--- config.mk ---
export PLATFORM = sky130hd
export DESIGN_NAME = fp32_mul_pipe
export DESIGN_NICKNAME = d
export VERILOG_FILES = /design/src/rtl/fpm_pkg.sv /design/src/rtl/fpm_unpack.sv /design/src/rtl/fpm_round.sv /design/src/rtl/fp32_mul_pipe.sv
export SDC_FILE = /design/constraint.sdc
export NUM_CORES = 2
export LEC_CHECK = 0
export ABC_AREA = 1
export BUFFER_PORTS_ARGS = -buffer_cell sky130_fd_sc_hd__buf_4
export CORE_ASPECT_RATIO = 1.1
export CORE_MARGIN = 8
export CORE_UTILIZATION = 40
export CTS_BUF_LIST = sky130_fd_sc_hd__clkbuf_2
export DETAILED_ROUTE_END_ITERATION = 8
export GPL_TIMING_DRIVEN = 1
export PLACE_DENSITY = 0.67
export SLEW_MARGIN = 0
export SYNTH_ARGS = -nofsm -noshare
export SYNTH_HDL_FRONTEND = slang
export SYNTH_HIERARCHICAL = 1
export SYNTH_SLANG_ARGS = --single-unit
--- constraint.sdc ---
create_clock -name clk -period 6.3 [get_ports clk]
set_input_delay 0.945 -clock clk [delete_from_list [all_inputs] [get_ports clk]]
set_output_delay 0.945 -clock clk [all_outputs]
set_load 0.05 [all_outputs]
--- src/rtl/fpm_pkg.sv ---
`timescale 1ns/1ps
package fpm_pkg;
  // Operand classification after decode (subnormals fold into zero).
  typedef enum logic [1:0] {
    CLS_ZERO = 2'd0,
    CLS_NORM = 2'd1,
    CLS_INF  = 2'd2,
    CLS_NAN  = 2'd3
  } fpm_cls_e;

  // Kind of result decided before the significand product exists.
  typedef enum logic [1:0] {
    KIND_FIN  = 2'd0,
    KIND_ZERO = 2'd1,
    KIND_INF  = 2'd2,
    KIND_QNAN = 2'd3
  } fpm_kind_e;
endpackage

--- src/rtl/fpm_unpack.sv ---
`timescale 1ns/1ps
module fpm_unpack
  import fpm_pkg::*;
#(
  parameter int EXP_W  = 8,
  parameter int FRAC_W = 23,
  localparam int WORD_W = 1 + EXP_W + FRAC_W,
  localparam int SIG_W  = FRAC_W + 1
) (
  input  logic [WORD_W-1:0] op,
  output fpm_cls_e          cls,
  output logic              sign,
  output logic [EXP_W-1:0]  exp_f,
  output logic [SIG_W-1:0]  sig
);
  logic [FRAC_W-1:0] frac;
  logic              exp_zero;
  logic              exp_ones;

  assign sign     = op[WORD_W-1];
  assign exp_f    = op[WORD_W-2 -: EXP_W];
  assign frac     = op[FRAC_W-1:0];
  assign exp_zero = ~|exp_f;
  assign exp_ones = &exp_f;

  // Hidden bit restored only for normal encodings.
  assign sig = {~exp_zero, frac};

  always_comb begin
    if (exp_ones) begin
      cls = (|frac) ? CLS_NAN : CLS_INF;
    end else if (exp_zero) begin
      cls = CLS_ZERO;
    end else begin
      cls = CLS_NORM;
    end
  end
endmodule

--- src/rtl/fpm_round.sv ---
`timescale 1ns/1ps
module fpm_round
  import fpm_pkg::*;
#(
  parameter int EXP_W  = 8,
  parameter int FRAC_W = 23,
  localparam int WORD_W = 1 + EXP_W + FRAC_W,
  localparam int SIG_W  = FRAC_W + 1,
  localparam int PROD_W = 2 * SIG_W,
  localparam int EXT_W  = EXP_W + 2
) (
  input  logic                    sign,
  input  logic signed [EXT_W-1:0] exp_in,
  input  fpm_kind_e               kind,
  input  logic [PROD_W-1:0]       prod,
  output logic [WORD_W-1:0]       res,
  output logic                    ovf,
  output logic                    unf,
  output logic                    inv
);
  localparam int EMAX = (1 << EXP_W) - 1;
  localparam logic signed [EXT_W-1:0] EMAX_S = EXT_W'(EMAX);
  localparam logic signed [EXT_W-1:0] ZERO_S = '0;
  localparam logic [WORD_W-1:0] QNAN = {1'b0, {EXP_W{1'b1}}, 1'b1, {(FRAC_W-1){1'b0}}};
  localparam int LOW_W = PROD_W - FRAC_W - 3;

  logic                    hi;
  logic [PROD_W-1:0]       nrm;
  logic [FRAC_W-1:0]       frac_k;
  logic                    g_bit;
  logic                    r_bit;
  logic                    s_bit;
  logic                    rnd_up;
  logic [FRAC_W:0]         frac_sum;
  logic signed [EXT_W-1:0] exp_n;
  logic signed [EXT_W-1:0] exp_f;

  // One-position normalization: the leading one sits at PROD_W-1 or PROD_W-2.
  assign hi     = prod[PROD_W-1];
  assign nrm    = hi ? prod : (prod << 1);
  assign frac_k = nrm[PROD_W-2 -: FRAC_W];
  assign g_bit  = nrm[PROD_W-2-FRAC_W];
  assign r_bit  = nrm[PROD_W-3-FRAC_W];
  assign s_bit  = |nrm[LOW_W-1:0];
  assign exp_n  = exp_in + $signed({{(EXT_W-1){1'b0}}, hi});

  // Nearest-even increment and renormalization on carry-out.
  assign rnd_up   = g_bit & (r_bit | s_bit | frac_k[0]);
  assign frac_sum = {1'b0, frac_k} + {{FRAC_W{1'b0}}, rnd_up};
  assign exp_f    = exp_n + $signed({{(EXT_W-1){1'b0}}, frac_sum[FRAC_W]});

  always_comb begin
    res = {sign, {WORD_W-1{1'b0}}};
    ovf = 1'b0;
    unf = 1'b0;
    inv = 1'b0;
    unique case (kind)
      KIND_QNAN: begin
        res = QNAN;
        inv = 1'b1;
      end
      KIND_INF: begin
        res = {sign, {EXP_W{1'b1}}, {FRAC_W{1'b0}}};
      end
      KIND_ZERO: begin
        res = {sign, {(WORD_W-1){1'b0}}};
      end
      default: begin
        if (exp_f >= EMAX_S) begin
          res = {sign, {EXP_W{1'b1}}, {FRAC_W{1'b0}}};
          ovf = 1'b1;
        end else if (exp_f <= ZERO_S) begin
          res = {sign, {(WORD_W-1){1'b0}}};
          unf = 1'b1;
        end else begin
          res = {sign, exp_f[EXP_W-1:0], frac_sum[FRAC_W-1:0]};
        end
      end
    endcase
  end
endmodule

--- src/rtl/fp32_mul_pipe.sv ---
`timescale 1ns/1ps
module fp32_mul_pipe
  import fpm_pkg::*;
#(
  parameter int EXP_W  = 8,
  parameter int FRAC_W = 23,
  localparam int WORD_W = 1 + EXP_W + FRAC_W
) (
  input  logic              clk,
  input  logic              rst_n,
  input  logic              in_valid,
  input  logic [WORD_W-1:0] op_a,
  input  logic [WORD_W-1:0] op_b,
  output logic              out_valid,
  output logic [WORD_W-1:0] result,
  output logic              overflow,
  output logic              underflow,
  output logic              invalid
);
  localparam int SIG_W  = FRAC_W + 1;
  localparam int PROD_W = 2 * SIG_W;
  localparam int EXT_W  = EXP_W + 2;
  localparam logic signed [EXT_W-1:0] BIAS_S = EXT_W'((1 << (EXP_W-1)) - 1);

  // ---------------- decode ----------------
  logic [WORD_W-1:0] ops [2];
  fpm_cls_e          cls [2];
  logic              sgn [2];
  logic [EXP_W-1:0]  exf [2];
  logic [SIG_W-1:0]  sig [2];

  assign ops[0] = op_a;
  assign ops[1] = op_b;

  for (genvar i = 0; i < 2; i++) begin : g_unp
    fpm_unpack #(.EXP_W(EXP_W), .FRAC_W(FRAC_W)) u_unp (
      .op    (ops[i]),
      .cls   (cls[i]),
      .sign  (sgn[i]),
      .exp_f (exf[i]),
      .sig   (sig[i])
    );
  end

  // ---------------- stage 1: classify, exponent sum ----------------
  logic                    s1_vld;
  logic                    s1_sign, s1_sign_d;
  logic signed [EXT_W-1:0] s1_exp,  s1_exp_d;
  fpm_kind_e               s1_kind, s1_kind_d;
  logic [SIG_W-1:0]        s1_siga, s1_sigb;

  always_comb begin
    logic any_nan, any_inf, any_zero;
    any_nan  = (cls[0] == CLS_NAN)  | (cls[1] == CLS_NAN);
    any_inf  = (cls[0] == CLS_INF)  | (cls[1] == CLS_INF);
    any_zero = (cls[0] == CLS_ZERO) | (cls[1] == CLS_ZERO);
    if (any_nan | (any_inf & any_zero)) begin
      s1_kind_d = KIND_QNAN;
    end else if (any_inf) begin
      s1_kind_d = KIND_INF;
    end else if (any_zero) begin
      s1_kind_d = KIND_ZERO;
    end else begin
      s1_kind_d = KIND_FIN;
    end
    s1_sign_d = sgn[0] ^ sgn[1];
    s1_exp_d  = $signed({2'b00, exf[0]}) + $signed({2'b00, exf[1]}) - BIAS_S;
  end

  always_ff @(posedge clk or negedge rst_n) begin
    if (!rst_n) begin
      s1_vld  <= 1'b0;
      s1_sign <= 1'b0;
      s1_exp  <= '0;
      s1_kind <= KIND_FIN;
      s1_siga <= '0;
      s1_sigb <= '0;
    end else begin
      s1_vld <= in_valid;
      if (in_valid) begin
        s1_sign <= s1_sign_d;
        s1_exp  <= s1_exp_d;
        s1_kind <= s1_kind_d;
        s1_siga <= sig[0];
        s1_sigb <= sig[1];
      end
    end
  end

  // ---------------- stage 2: significand product ----------------
  logic                    s2_vld;
  logic                    s2_sign;
  logic signed [EXT_W-1:0] s2_exp;
  fpm_kind_e               s2_kind;
  logic [PROD_W-1:0]       s2_prod, s2_prod_d;

  always_comb begin
    s2_prod_d = {{SIG_W{1'b0}}, s1_siga} * {{SIG_W{1'b0}}, s1_sigb};
  end

  always_ff @(posedge clk or negedge rst_n) begin
    if (!rst_n) begin
      s2_vld  <= 1'b0;
      s2_sign <= 1'b0;
      s2_exp  <= '0;
      s2_kind <= KIND_FIN;
      s2_prod <= '0;
    end else begin
      s2_vld <= s1_vld;
      if (s1_vld) begin
        s2_sign <= s1_sign;
        s2_exp  <= s1_exp;
        s2_kind <= s1_kind;
        s2_prod <= s2_prod_d;
      end
    end
  end

  // ---------------- stage 3: normalize, round, pack ----------------
  logic [WORD_W-1:0] rnd_res;
  logic              rnd_ovf, rnd_unf, rnd_inv;
  logic [2:0]        flags_d;

  fpm_round #(.EXP_W(EXP_W), .FRAC_W(FRAC_W)) u_round (
    .sign   (s2_sign),
    .exp_in (s2_exp),
    .kind   (s2_kind),
    .prod   (s2_prod),
    .res    (rnd_res),
    .ovf    (rnd_ovf),
    .unf    (rnd_unf),
    .inv    (rnd_inv)
  );

  // Flags are qualified by the strobe so they read 0 on idle cycles.
  always_comb begin
    flags_d = s2_vld ? {rnd_ovf, rnd_unf, rnd_inv} : 3'b000;
  end

  always_ff @(posedge clk or negedge rst_n) begin
    if (!rst_n) begin
      out_valid <= 1'b0;
      result    <= '0;
      overflow  <= 1'b0;
      underflow <= 1'b0;
      invalid   <= 1'b0;
    end else begin
      out_valid <= s2_vld;
      overflow  <= flags_d[2];
      underflow <= flags_d[1];
      invalid   <= flags_d[0];
      if (s2_vld) begin
        result <= rnd_res;
      end
    end
  end
endmodule

# Word level (Yosys, flattened, before mapping)
# Cells that the tools add are included.
# word_totals
register_bits	160
elab_cells	70
output_inout_bits	36
# classes
magnitude_cmp	2
mul	1
n_addsub	5
reduce_logical	10
n_bitwise	9
eq_ne	7
n_mux	20
# ops
cell	n
$pmux W32 S3	1
$mux W31	2
$mul A24 B24 Y48	1
$mux W47	1
$reduce_or A23 Y1	2
$add A23 B1 Y24	1
$reduce_or A22 Y1	1
$add A10 B2 Y10	2
$reduce_and A8 Y1	2
$reduce_or A8 Y1	2
$eq A2 B2 Y1 const B	6
$mux W1	11
$ge A10 B9 Y1 const B	1
$le A10 B1 Y1 const B	1
$sub A9 B7 Y10 const B	1
$add A8 B8 Y9	1
$mux W2	4
$or A1 B1 Y1	6
$logic_not A2 Y1	2
$mux W3	1
$reduce_or A3 Y1	1
$and A1 B1 Y1	2
$eq A2 B1 Y1 const B	1
$xor A1 B1 Y1	1

# Depth between registers and ports, before layout
# depth
word_depth	12
mapped_depth	31
depth_no_buf	29

# Modules after synthesis
# The synthesis kept the hierarchy.
# by_module_without_submodules
module	n_inst	area_per_inst_um2	cells_per_inst
fp32_mul_pipe	1	26987.1	3533
fpm_round	1	1631.6	330
fpm_unpack	2	422.9	76

# Worst setup path before layout
# OpenSTA, ideal clock, no wires.
# synth_timing
path_type	register -> register
startpoint	register s1_siga[13]
endpoint	register s2_prod[26]
stages_incl_launch_ff	30
period_less_slack_ps	5995
n_path_buf	2
t_arrival_ps	5877
setup_slack_ps	305
cell_sequence	dfrtp_1 -> clkbuf_1 -> clkbuf_1 -> nand2_1 -> fa_1 -> inv_1 -> fa_1 -> inv_1 -> fa_1 -> inv_1 -> fa_1 -> inv_1 -> fa_1 -> inv_1 -> fa_1 -> inv_1 -> fa_1 -> inv_1 -> ha_1 -> nand2_1 -> inv_1 -> nand2_1 -> nand2_1 -> inv_1 -> nand2_1 -> nand2_1 -> nand3_2 -> or2_2 -> nand3_1 -> nand2_1
# synth_via
elab_chain_cells	1
# synth_rtl
item	line	rtl
start: declaration	fp32_mul_pipe.sv:50	logic [SIG_W-1:0] s1_siga, s1_sigb;
start signal: assignment	fp32_mul_pipe.sv:84	s1_siga <= sig[0];
$mul A24 B24 Y48	fp32_mul_pipe.sv:98	s2_prod_d = {{SIG_W{1'b0}}, s1_siga} * {{SIG_W{1'b0}}, s1_sigb};
end signal: assignment	fp32_mul_pipe.sv:114	s2_prod <= s2_prod_d;
end: declaration	fp32_mul_pipe.sv:95	logic [PROD_W-1:0] s2_prod, s2_prod_d;
# No other way between the ends.
# A chain may end at the register's enable or synchronous reset.

# Final worst setup path
# layout_timing
startpoint	register s1_sigb[6]
endpoint	register s2_prod[36]
# layout_via
elab_chain_cells	1
# layout_rtl
item	line	rtl
start: declaration	fp32_mul_pipe.sv:50	
start signal: assignment	fp32_mul_pipe.sv:85	s1_sigb <= sig[1];
$mul A24 B24 Y48	fp32_mul_pipe.sv:98	
# No other way between the ends.

==> out/qor.json <==
{
  "outcome": {
    "outcome": "finished, final reports clean"
  },
  "yosys": {
    "synth_top_area_share_pct": 32.9,
    "yosysSeqAreaShare_pct": 13.6,
    "yosys_warnings": 6,
    "yosys_top_cell_by_area": "sky130_fd_sc_hd__fa_1",
    "yosys.cell_types.count": 42,
    "syn_inst": 4015,
    "ys_top_cells_by_area": "sky130_fd_sc_hd__fa_1 (33%), sky130_fd_sc_hd__nand2_1 (16%), sky130_fd_sc_hd__inv_1 (14%)",
    "yosys_register_bits": 160,
    "syn-mean-instance-area_sq_um": 7.34,
    "syn_area_sq_um": 29500,
    "synth_nets": 4757
  },
  "global_route": {
    "grt_start_max_net_pins": 71,
    "grt_util_all_layers_pct": 19.3,
    "grt_antenna_before_repair": 2,
    "grt_first_pass_wirelength_um": 128000,
    "first_global_vias": 24698,
    "gr-total-overflow": 0
  },
  "die": {
    "count_of_standard_cell_rows": 104,
    "die_height_um": 301,
    "initial_utilization_pct": 40.4,
    "fp.dieArea_sq_um": 82600,
    "die_w_um": 275,
    "boundaryPins": 103,
    "core_sq_um": 73000
  },
  "final_layout": {
    "final_net_count": 4792,
    "area.sequential_sq_um": 4050,
    "multi_input_comb_area_sq_um": 20400,
    "utilization_of_the_core_after_routing_pct": 44.1,
    "fillCellCount": 7238,
    "fraction_of_layout_cells_with_a_size_suffix_above_1_pct": 11.7,
    "final_cell_count_no_fill": 5019,
    "syn2layout_area_growth_pct": 9.33
  },
  "placement": {
    "numPlacedInstances": 4949,
    "detailed_placement_wirelength_estimate_um": 64100,
    "routabilityCongestion": 0.914,
    "port-buffer-count": 102
  },
  "sta": {
    "setup-tns-final_ns": 0,
    "timing_hold_violations_final": 0,
    "finalWorstPathRequiredPeriod_ns": 6.13,
    "relSlewSlack_pct": 48.8,
    "timing.final.setup_violations": 0,
    "slew_violations": 0,
    "post-route-period-util_pct": 97.3,
    "fin_worst_skew_ns": 0.118,
    "max_freq_mhz": 163,
    "tightest_pin_transition_ns": 0.767
  },
  "route": {
    "wl_per_cell_um": 15.4,
    "drt_iter0_drc": 1437,
    "drc": 0,
    "antenna_violating_nets_post_route": 0,
    "routed-via-count": 23546,
    "detailedRoute.firstPassIterationCount": 5,
    "wirelength_um": 77200,
    "detail_route.vias_per_cell": 4.69
  },
  "worst_setup_path": {
    "critical_path.endpoint_type": "flop",
    "worst_ep_required_time_ns": 7.24,
    "cp_data_arrival_time_ns": 7.07,
    "crit_path_max_fanout": 25,
    "timing_worst_setup_path_type": "flop to flop",
    "timing.rr.start": "s1_sigb[6]",
    "worstRegToRegCells": 26,
    "critPathLaunchType": "flop",
    "first_element_of_the_critical_path": "s1_sigb[6]"
  },
  "clocking": {
    "cts_root_buf": "sky130_fd_sc_hd__clkbuf_2",
    "cts.sink_count": 160,
    "clock_path_buffers": 2,
    "numCtsBuffers": 17,
    "cts.clk_slew.worst_paths_ns": 0.41,
    "tritoncts_clock_tree": "done",
    "cts_max_level": 4,
    "clkLatencyLatePin_ns": 1.07
  },
  "run": {
    "max_cap_violations": 0
  },
  "worst_hold_path": {
    "min_delay_path_depth": 3,
    "class_of_the_worst_hold_path": "input port to flop",
    "timing.hold.worst.start": "op_b[22]"
  }
}
critical path, stage by stage, from the launching register on:
cell	delay, ns
sky130_fd_sc_hd__dfrtp_1	0.49
sky130_fd_sc_hd__buf_12	0.16
sky130_fd_sc_hd__nand2_1	0.07
sky130_fd_sc_hd__inv_1	0.05
sky130_fd_sc_hd__fa_1	0.50
sky130_fd_sc_hd__fa_1	0.53
sky130_fd_sc_hd__inv_1	0.05
sky130_fd_sc_hd__fa_1	0.46
sky130_fd_sc_hd__fa_1	0.52
sky130_fd_sc_hd__inv_1	0.05
sky130_fd_sc_hd__fa_1	0.50
sky130_fd_sc_hd__fa_1	0.51
sky130_fd_sc_hd__inv_1	0.05
sky130_fd_sc_hd__fa_1	0.47
sky130_fd_sc_hd__inv_1	0.04
sky130_fd_sc_hd__ha_1	0.35
sky130_fd_sc_hd__nand2_1	0.17
sky130_fd_sc_hd__inv_1	0.05
sky130_fd_sc_hd__nand2_1	0.06
sky130_fd_sc_hd__nand2_1	0.12
sky130_fd_sc_hd__a21oi_1	0.19
sky130_fd_sc_hd__nand3_2	0.18
sky130_fd_sc_hd__nand2_1	0.12
sky130_fd_sc_hd__nand2_1	0.06
sky130_fd_sc_hd__nand2_1	0.05
sky130_fd_sc_hd__nand3_1	0.07
sky130_fd_sc_hd__nand2_1	0.09
final cells by class:
class                      count  area share [%]
tap                          954            3.71
timing repair buffer         262            6.87
inverter                    1089            12.7
sequential                   160            12.6
clock inverter                15           0.579
clock buffer                  17           0.264
multi-input combinational   2520            63.3
antenna                        2          0.0155
cell usage after synthesis (all sizes together):
cell type,n
a21oi,37
fa,484
o22ai,1
clkbuf,167
or2,14
nor2,190
a22o,1
nand3b,3
nand2,1314
o21bai,6
nor3,17
ha,191
mux2,32
o211ai,2
nand4,19
xor2,21
o31ai,1
clkinv,1
inv,1088
dfrtp,160
o21ai,59
buf,79
nand3,104
and2,3
mux2i,1
xnor2,20
what timing repair did:
| item | 4_1_cts | 5_1_grt |
|---|---|---|
| setup buffers | 0 | 28 |
| endpoints found under the hold margin | 73 | 0 |
| endpoints found under the setup margin | 4 | 30 |
| pin swaps | 0 | 7 |
| cloned | 0 | 2 |
| resized for setup | 10 | 72 |
| hold buffers | 6 | 0 |
cells in the final DEF (no fill, tap or decap), types with 7 or more instances in the layout:
master,Yosys,routed
sky130_fd_sc_hd__nand2_1,1293,1287
sky130_fd_sc_hd__inv_1,1078,1077
sky130_fd_sc_hd__fa_1,484,482
sky130_fd_sc_hd__buf_4,69,234
sky130_fd_sc_hd__ha_1,191,179
sky130_fd_sc_hd__nor2_1,163,156
sky130_fd_sc_hd__dfrtp_1,160,128
sky130_fd_sc_hd__nand3_1,93,92
sky130_fd_sc_hd__o21ai_0,45,45
sky130_fd_sc_hd__a21oi_1,37,32
sky130_fd_sc_hd__mux2_2,32,32
sky130_fd_sc_hd__dfrtp_2,0,29
sky130_fd_sc_hd__nand2_2,20,25
sky130_fd_sc_hd__xor2_1,21,21
sky130_fd_sc_hd__xnor2_1,20,20
sky130_fd_sc_hd__nand4_1,19,19
sky130_fd_sc_hd__nor2_2,17,18
sky130_fd_sc_hd__clkbuf_2,0,17
sky130_fd_sc_hd__nor2_4,10,16
sky130_fd_sc_hd__buf_12,0,15
sky130_fd_sc_hd__nand3_2,11,12
sky130_fd_sc_hd__nor3_1,12,11
sky130_fd_sc_hd__inv_2,9,10
sky130_fd_sc_hd__ha_4,0,9
sky130_fd_sc_hd__o21ai_1,7,7
sky130_fd_sc_hd__o21ai_2,7,7
state kept, by name, summed over array words and instances, names as in the netlist, 2 cells and up:
name     flops
s2_prod     48
result      32
s1_siga     24
s1_sigb     24
s1_exp      10
s2_exp      10
s1_kind      2
s2_kind      2
worst paths after layout:
check	slack [ns]	endpoint
worst max-delay path	0.17	s2_prod[36]
worst min-delay path	0.11	s1_sigb[22]
worst max register to register	0.17	s2_prod[36]
worst min register to register	0.52	s2_prod[3]
max in group asynchronous	4.55	s1_siga[11]
min in group asynchronous	0.40	s2_prod[38]
per-layer routing:
layer  up-vias  global-route usage [%]  wire, um
met5         -                       0         0
met4         0                    6.58      2840
met3       133                    2.03      2870
met2       535                    34.6     39100
met1     11522                    23.9     32400
li1      11356                       -         -
cell families after synthesis:
logic type               after synthesis  synth area share, %
XOR/XNOR                              41                 1.22
AND/OR/NAND/NOR                     1664                 22.9
buffers and inverters               1335                 18.0
adder cells (fa/ha/maj)              675                 41.0
multiplexers                          33                 1.26
AO/OA/AOI/OAI                        107                 2.00
flip-flops                           160                 13.6
metrics by stage:
stage	cell area, sq um	setup slack (ns)	hold WS, ns
after floorplan	29500	0.305	0.352
after global placement	31300	0.0405	0.453
after detailed placement	31300	-0.0110	0.464
after CTS	31600	0.00936	0.00564
after global routing	32200	-0.0541	0.0449
final	32200	0.171	0.108
Power is left out: the tool's default activity adds up to more than one toggle a clock period on the data nets, which glitch-free logic cannot reach.
